--- src/rtl/commit_pkg.sv ---
package commit_pkg;
  localparam int unsigned ADDR_W  = 32;
  localparam int unsigned CAUSE_W = 4;

  typedef logic [ADDR_W-1:0]  addr_t;
  typedef logic [CAUSE_W-1:0] cause_t;

  // Outcome of the instruction at the commit point.
  typedef enum logic [2:0] {
    ACT_IDLE,
    ACT_RETIRE,
    ACT_DISCARD,
    ACT_FAULT,
    ACT_TRAP,
    ACT_IRQ,
    ACT_ERET
  } action_e;

  // True when a valid instruction lies on the architectural path.
  function automatic logic on_path(logic vld, addr_t pc, addr_t arch);
    return vld && (pc == arch);
  endfunction

  // A trap resumes after itself, a fault or interrupt re-runs the instruction.
  function automatic addr_t return_addr(addr_t pc, addr_t nxt, logic resume_after);
    return resume_after ? nxt : pc;
  endfunction

  function automatic logic enters_handler(action_e a);
    return (a == ACT_FAULT) || (a == ACT_TRAP) || (a == ACT_IRQ);
  endfunction
endpackage

--- src/rtl/commit_decide.sv ---
module commit_decide
  import commit_pkg::*;
#(
  parameter addr_t  HANDLER_PC = 32'h0000_0100,
  parameter cause_t IRQ_CAUSE  = 4'hF
) (
  input  logic    clk,
  input  logic    rst_n,
  input  logic    vld,
  input  addr_t   pc,
  input  addr_t   next_pc,
  input  logic    fault,
  input  logic    trap,
  input  cause_t  cause_in,
  input  logic    eret,
  input  logic    irq,
  input  logic    irq_en,
  input  addr_t   arch_pc,
  input  addr_t   epc,
  output action_e action,
  output logic    commit,
  output logic    flush,
  output addr_t   redirect_pc,
  output addr_t   epc_new,
  output cause_t  cause_new
);
  logic here;
  logic irq_taken;

  assign here      = on_path(vld, pc, arch_pc);
  assign irq_taken = irq && irq_en;

  always_comb begin
    action = ACT_IDLE;
    if (vld) begin
      if (!here)          action = ACT_DISCARD;
      else if (fault)     action = ACT_FAULT;
      else if (trap)      action = ACT_TRAP;
      else if (irq_taken) action = ACT_IRQ;
      else if (eret)      action = ACT_ERET;
      else                action = ACT_RETIRE;
    end
  end

  always_comb begin
    commit = (action == ACT_RETIRE) || (action == ACT_ERET);
    flush  = (action != ACT_IDLE) && (action != ACT_RETIRE);
    case (action)
      ACT_DISCARD: redirect_pc = arch_pc;
      ACT_ERET:    redirect_pc = epc;
      default:     redirect_pc = HANDLER_PC;
    endcase
    epc_new   = return_addr(pc, next_pc, action == ACT_TRAP);
    cause_new = (action == ACT_IRQ) ? IRQ_CAUSE : cause_in;
  end

  // a carried exception never yields to an external request
  a_r7_exc_beats_irq: assert property (@(posedge clk) disable iff (!rst_n)
    (here && (fault || trap)) |-> (action != ACT_IRQ));

  // a masked request never enters the handler
  a_r8_masked_irq: assert property (@(posedge clk) disable iff (!rst_n)
    !irq_en |-> (action != ACT_IRQ));

  // commit and flush never together except on a return
  a_r2_commit_excl: assert property (@(posedge clk) disable iff (!rst_n)
    (commit && flush) |-> (action == ACT_ERET));

  // an empty slot produces no control pulse
  a_r11_idle_quiet: assert property (@(posedge clk) disable iff (!rst_n)
    !vld |-> (!commit && !flush));
endmodule

--- src/rtl/commit_state.sv ---
module commit_state
  import commit_pkg::*;
#(
  parameter addr_t RESET_PC   = 32'h0000_0000,
  parameter addr_t HANDLER_PC = 32'h0000_0100
) (
  input  logic    clk,
  input  logic    rst_n,
  input  action_e action,
  input  addr_t   next_pc,
  input  addr_t   epc_new,
  input  cause_t  cause_new,
  output addr_t   arch_pc,
  output addr_t   epc,
  output cause_t  cause,
  output logic    irq_en
);
  always_ff @(posedge clk) begin
    if (!rst_n) begin
      arch_pc <= RESET_PC;
      epc     <= '0;
      cause   <= '0;
      irq_en  <= 1'b1;
    end else begin
      case (action)
        ACT_RETIRE: arch_pc <= next_pc;
        ACT_FAULT, ACT_TRAP, ACT_IRQ: begin
          arch_pc <= HANDLER_PC;
          epc     <= epc_new;
          cause   <= cause_new;
          irq_en  <= 1'b0;
        end
        ACT_ERET: begin
          arch_pc <= epc;
          irq_en  <= 1'b1;
        end
        default: ;
      endcase
    end
  end

  // a retired instruction hands its successor address to the counter
  a_r2_advance: assert property (@(posedge clk) disable iff (!rst_n)
    (action == ACT_RETIRE) |=> (arch_pc == $past(next_pc)));

  // a wrong-path instruction leaves every state register alone
  a_r3_discard_keeps: assert property (@(posedge clk) disable iff (!rst_n)
    (action == ACT_DISCARD) |=> ($stable(arch_pc) && $stable(epc) && $stable(cause) && $stable(irq_en)));

  // handler entry vectors and masks
  a_r4_handler_entry: assert property (@(posedge clk) disable iff (!rst_n)
    enters_handler(action) |=> ((arch_pc == HANDLER_PC) && !irq_en));

  // return restores the saved address and unmasks
  a_r10_return: assert property (@(posedge clk) disable iff (!rst_n)
    (action == ACT_ERET) |=> ((arch_pc == $past(epc)) && irq_en));

  // idle cycles hold state
  a_r11_idle_hold: assert property (@(posedge clk) disable iff (!rst_n)
    (action == ACT_IDLE) |=> ($stable(arch_pc) && $stable(epc) && $stable(irq_en)));
endmodule

--- src/rtl/commit_unit.sv ---
module commit_unit
  import commit_pkg::*;
#(
  parameter addr_t  RESET_PC   = 32'h0000_0000,
  parameter addr_t  HANDLER_PC = 32'h0000_0100,
  parameter cause_t IRQ_CAUSE  = 4'hF
) (
  input  logic               clk,
  input  logic               rst_n,
  input  logic               ex_valid,
  input  logic [ADDR_W-1:0]  ex_pc,
  input  logic [ADDR_W-1:0]  ex_next_pc,
  input  logic               ex_fault,
  input  logic               ex_trap,
  input  logic [CAUSE_W-1:0] ex_cause,
  input  logic               ex_eret,
  input  logic               irq_req,
  output logic               wb_commit,
  output logic               pipe_flush,
  output logic [ADDR_W-1:0]  fetch_redirect_pc,
  output logic [ADDR_W-1:0]  arch_pc,
  output logic [ADDR_W-1:0]  epc,
  output logic [CAUSE_W-1:0] cause,
  output logic               irq_enable
);
  action_e act;
  addr_t   epc_next;
  cause_t  cause_next;

  commit_decide #(
    .HANDLER_PC (HANDLER_PC),
    .IRQ_CAUSE  (IRQ_CAUSE)
  ) u_decide (
    .clk         (clk),
    .rst_n       (rst_n),
    .vld         (ex_valid),
    .pc          (ex_pc),
    .next_pc     (ex_next_pc),
    .fault       (ex_fault),
    .trap        (ex_trap),
    .cause_in    (ex_cause),
    .eret        (ex_eret),
    .irq         (irq_req),
    .irq_en      (irq_enable),
    .arch_pc     (arch_pc),
    .epc         (epc),
    .action      (act),
    .commit      (wb_commit),
    .flush       (pipe_flush),
    .redirect_pc (fetch_redirect_pc),
    .epc_new     (epc_next),
    .cause_new   (cause_next)
  );

  commit_state #(
    .RESET_PC   (RESET_PC),
    .HANDLER_PC (HANDLER_PC)
  ) u_state (
    .clk       (clk),
    .rst_n     (rst_n),
    .action    (act),
    .next_pc   (ex_next_pc),
    .epc_new   (epc_next),
    .cause_new (cause_next),
    .arch_pc   (arch_pc),
    .epc       (epc),
    .cause     (cause),
    .irq_en    (irq_enable)
  );

  // an interrupt taken at an on-path slot blocks that slot's commit
  a_r6_irq_no_commit: assert property (@(posedge clk) disable iff (!rst_n)
    (irq_req && irq_enable && ex_valid && (ex_pc == arch_pc) && !ex_fault && !ex_trap)
      |-> (!wb_commit && pipe_flush && (fetch_redirect_pc == HANDLER_PC)));
endmodule

--- config.mk ---
export PLATFORM = sky130hd
export DESIGN_NAME = commit_unit
export DESIGN_NICKNAME = d
export VERILOG_FILES = /design/src/rtl/commit_pkg.sv /design/src/rtl/commit_decide.sv /design/src/rtl/commit_state.sv /design/src/rtl/commit_unit.sv
export SDC_FILE = /design/constraint.sdc
export NUM_CORES = 1
export LEC_CHECK = 0
export BUFFER_PORTS_ARGS = -buffer_cell sky130_fd_sc_hd__buf_2
export CAP_MARGIN = 10
export CELL_PAD_IN_SITES_DETAIL_PLACEMENT = 0
export CELL_PAD_IN_SITES_GLOBAL_PLACEMENT = 1
export CORE_ASPECT_RATIO = 1.4
export CORE_MARGIN = 3
export CORE_UTILIZATION = 38
export DETAILED_ROUTE_END_ITERATION = 8
export PLACE_DENSITY = 0.95
export RECOVER_POWER = 25
export SKIP_CTS_REPAIR_TIMING = 1
export SYNTH_ARGS = -nofsm -noshare
export SYNTH_HDL_FRONTEND = slang
export SYNTH_SLANG_ARGS = --single-unit
--- constraint.sdc ---
create_clock -name clk -period 4.2 [get_ports clk]
set_input_delay 0.42 -clock clk [delete_from_list [all_inputs] [get_ports clk]]
set_output_delay 0.42 -clock clk [all_outputs]
set_load 0.01 [all_outputs]
Word level (Yosys, flattened, before mapping)
Index checks and enable logic that the tools add are counted.

storage, ports and cells
  flip-flop bits (word level) = 69
  bits in latches = 0
  bits in writable memories = 0
  bits in read-only memories = 0
  input port bits = 75
  output and inout bits = 103
  word-level logic and storage cells = 31
  memories = 0

cells by class
  $add $sub $neg = 0
  multiply operators = 0
  divide/modulo/power cells = 0
  order comparisons = 0
  eq/ne operators = 8
  shift operators = 0
  mux-type cells = 11
  bitwise gates (word level) = 0
  reductions and logical operators = 8

operators by type and width
  kind                number
  $pmux 32 s3         1
  $pmux 32 s2         1
  $eq 32x32->1        1
  $mux 32             1
  $mux 3              6
  $eq 3x3->1 const B  3
  $eq 3x2->1 const B  2
  $reduce_bool 3->1   2
  $mux 4              1
  $eq 3x1->1 const B  1
  $logic_and 1x1->1   3
  $ne 3x1->1 const B  1
  $reduce_or 3->1     1
  $pmux 1 s2          1
  $reduce_bool 2->1   1
  $logic_or 1x1->1    1

Longest topological paths before layout
  depth in word-level cells = 9
  gate-level depth with buffers = 8

By module
A second synthesis with hierarchy kept.

unflattened totals
  cell total of the unflattened synthesis = 601
  area, all modules = 4733.3 µm²

modules (own cells, without submodules)
  module         times used  cells an instance  area an instance (µm²)
  commit_state   1           379                3164.3
  commit_decide  1           222                1569.0

Worst setup path after synthesis
OpenSTA, ideal clock, no wires.

  kind = input -> output
  from = in ex_pc[1]
  to = out fetch_redirect_pc[0]
  arrival time = 2140 ps
  required time = 3780 ps
  path slack = 1640 ps
  stages on the path = 7
  cells stage by stage = xnor2_1 nand4_1 or4_1 or3_1 clkbuf_1 buf_2 mux2i_1

between the ends
  cells in the longest elaborated chain, start to end = 6
  elaborated cells on any way between the ends = 7

ends and longest elaborated chain
  element                                   line                 text
  start: declaration                        commit_unit.sv:11    input logic [ADDR_W-1:0] ex_pc,
  $eq 32x32->1 *                            commit_pkg.sv:21     return vld && (pc == arch);
  $logic_and 1x1->1 *                       commit_pkg.sv:21
  $mux 3 *                                  commit_decide.sv:36  if (!here) action = ACT_DISCARD;
  $mux 3 *                                  commit_decide.sv:35  if (vld) begin
  $eq 3x3->1 or $eq 3x2->1 (tied branches)  commit_decide.sv:48  case (action)
  $pmux 32 s2 *                             commit_decide.sv:48
  end: declaration                          commit_unit.sv:20    output logic [ADDR_W-1:0] fetch_redirect_pc,

Mark *: on every way between the ends. The rest lies on a longest branch, timed or not.

Worst setup path in the final report
  from = reg u_state.arch_pc[9]
  to = out fetch_redirect_pc[31]

between the ends
  cells in the longest elaborated chain, start to end = 6
  elaborated cells on any way between the ends = 7

ends and longest elaborated chain
  element                                   line                 text
  start: declaration                        commit_state.sv:13   output addr_t arch_pc,
  start signal: assignment                  commit_state.sv:26   ACT_RETIRE: arch_pc <= next_pc;
  start signal: assignment                  commit_state.sv:34   arch_pc <= epc;
  $eq 32x32->1 *                            commit_pkg.sv:21
  $logic_and 1x1->1 *                       commit_pkg.sv:21
  $mux 3 *                                  commit_decide.sv:36
  $mux 3 *                                  commit_decide.sv:35
  $eq 3x3->1 or $eq 3x2->1 (tied branches)  commit_decide.sv:48
  $pmux 32 s2 *                             commit_decide.sv:48

Marks and branches as above.

==> flow_summary.yaml <==
run_status:
  status: "finished clean"
clock_network:
  cts.sink_count: 69
  worstSkewPairLatency_ps: 330
  cts_buffer_depth: 2
  cts_tree: "yes"
  cts_buffers: 9
  root_buffer: "clkbuf_16"
  htreeDepth: 3
  cts.clk_slew.worst_paths_ps: 50
timing:
  rsz0062_at_grt: "false"
  min_period_over_period_pct: 86.5
  setup_viol: 0
  finalHoldViolCount: 0
  fin_setup_tns_ps: 0
  setup_slack_ps: 565
  slew_headroom_pct: 27.3
  finalCriticalPeriod_ps: 3630
  final.setup_skew_ps: 5.08
  slew_viol_final: 0
  worstMarginPinSlew_ps: 1090
  fmaxAchievable_mhz: 275
flow_run:
  maxCapViolCount: 0
die:
  initial_utilization_pct: 39.6
  ioPinCount: 178
  die_h_um: 136
  rows: 46
  die-area_um2: 13400
  core_um2: 11500
  chipWidth_um: 98.6
logic_synthesis:
  synthCells: 565
  ys.flop_type: "dfxtp_1"
  synth-xor-area-share_pct: 6.15
  synth_compound_area_share_pct: 22.8
  syn-num-nets: 640
  yosysSeqAreaShare_pct: 30.3
  synth_fa_ha_area_share_pct: 0
  synth_top_cells_by_area: "dfxtp_1, mux2i_1, nand2_1, a311oi_1, xnor2_1"
  synth_edf_count: 0
  async_flop_share_pct: 0
  synthMuxAreaShare_pct: 13.8
  synth_top_family_by_area: "compound AO/OA/AOI/OAI gates"
  synth-seq-cells: 69
  synth_area_per_cell_um2: 8.07
  synth_top_area_cell: "dfxtp_1"
  synth_area_um2: 4560
  ys_types: 39
  synthSimpleGateAreaFrac_pct: 20.7
  synth_top_area_share_pct: 30.3
  ys.warnings.count: 0
placed_design:
  io_buffers: 177
  post-dp-hpwl_um: 12000
  routabilityCongestion: 0.835
  dp_slack_ps: 775
detailed_routing:
  vias: 5159
  first_iter_violations: 344
  wl_per_cell_um: 20.3
  routed_wl_um: 17300
  first_pass_iters: 5
  final_antenna_net_count: 0
  via_per_inst: 6.03
  drc: 0
setup_path:
  crit_type: "flip-flop to output port"
  startpoint: "u_state.arch_pc[9]"
  critPathLaunchType: "flip-flop"
  r2r_cells: 5
  critPathSlowestCell: "or3_2"
  r2r_end: "u_state.epc[6]"
  r2r_start: "u_state.arch_pc[9]"
  cp.required_ps: 3780
  rrSetupSlack_ps: 1160
  end_kind: "output port"
  slowest_delay_ps: 940
  critical_path_arrival_ps: 3210
  cp-endpoint: "fetch_redirect_pc[31]"
  path_cells: "xnor2_1, nand4_1, or4_1, or3_2, mux2i_1, buf_2"
  crit_fanout: 31
finish:
  fin_nets: 782
  diodes: 0
  drive_above_1_share_pct: 24.2
  layout_common_cells: "buf_2, nand2_1, dfxtp_1"
  final_core_util_pct: 49.6
  final_common_cell: "buf_2"
  synthToLayoutAreaGrowth_pct: 25.1
power:
  power.density_nw_per_um2: 277
  ir_drop_uv: 153
  design_power_total_uw: 1580
  power_leakage_uw: 0.00242
global_routing:
  grt_max_degree: 59
  grt.total_usage_pct: 25.3
  grt_overflow: 0
  grt_pass1_wl_um: 27100
  antenna_found_initial: 0
  grt_pass1_vias: 5059
min_path:
  hold_path_class: "input port to flip-flop"
==> routing by layer <==
layer	share of wire, %	GRT usage (%)
met1	38	29.1
met2	52	44.8
met3	6.5	4.17
met4	3.1	13.4
met5	0	0
==> through the flow <==
stage	instance area (um^2)	hold slack (ps)	instances
after CTS	5760	351	855
final	5700	363	855
after global routing	5700	365	855
after detailed placement	5480	471	840
after global placement	5480	464	840
after floorplan	4560	495	565
==> synthesized netlist by cell type (2+ instances only) <==
| master | n |
|---|---|
| a21oi_1 | 2 |
| a311oi_1 | 40 |
| a31oi_1 | 34 |
| a41oi_1 | 9 |
| and3_1 | 2 |
| buf_12 | 2 |
| buf_2 | 8 |
| buf_6 | 2 |
| clkbuf_1 | 46 |
| dfxtp_1 | 69 |
| inv_1 | 2 |
| mux2i_1 | 63 |
| nand2_1 | 124 |
| nand2b_1 | 2 |
| nand4_1 | 17 |
| nor2_1 | 11 |
| nor3_1 | 2 |
| nor3b_1 | 27 |
| o21a_1 | 27 |
| o21ai_0 | 20 |
| o21ai_1 | 7 |
| xnor2_1 | 32 |
==> sequential cells by signal, summed over array words and instances, names as in the netlist <==
register,count
u_state.arch_pc,32
u_state.epc,32
u_state.cause,4
u_state.irq_en,1
==> critical path, delay by kind of cell, from the launching register on <==
family        cells  cell delay (ps)
buf+inv           1              160
mux               1              320
simple gates      3             1640
flops             1              350
xor+xnor          1              390
==> worst min-delay path by stage <==
stage                          startpoint             endpoint  slack [ps]  cells past startpoint
after floorplan           u_state.epc[10]      u_state.epc[10]         490                      2
after global placement    u_state.epc[18]      u_state.epc[18]         460                      2
after detailed placement  u_state.epc[20]      u_state.epc[20]         470                      2
after CTS                  ex_next_pc[18]  u_state.arch_pc[18]         350                      3
after global routing       ex_next_pc[29]  u_state.arch_pc[29]         370                      3
final                      ex_next_pc[19]  u_state.arch_pc[19]         360                      3
==> report_power, final <==
part,internal [uW],switching (uW),leakage (uW)
sequential,655,0.000000164,0.000555
combinational,76.3,125,0.00172
clock,444,278,0.000139
==> cells by family after synthesis <==
| group | count (synthesis) |
|---|---|
| AO/OA/AOI/OAI | 144 |
| XOR/XNOR | 32 |
| buffers and inverters | 61 |
| multiplexers | 63 |
| flip-flops | 69 |
| AND/OR/NAND/NOR | 196 |
==> layout make-up <==
type | instances | area (um^2)
clock buffer | 14 | 274
clock inverter | 1 | 5.00
fill | 1160 | 5810
inverter | 3 | 11.3
multi-input combinational | 435 | 2930
sequential | 69 | 1380
tap | 144 | 180
timing repair buffer | 189 | 922
No activity file was read; power rests on OpenSTA's default activity.
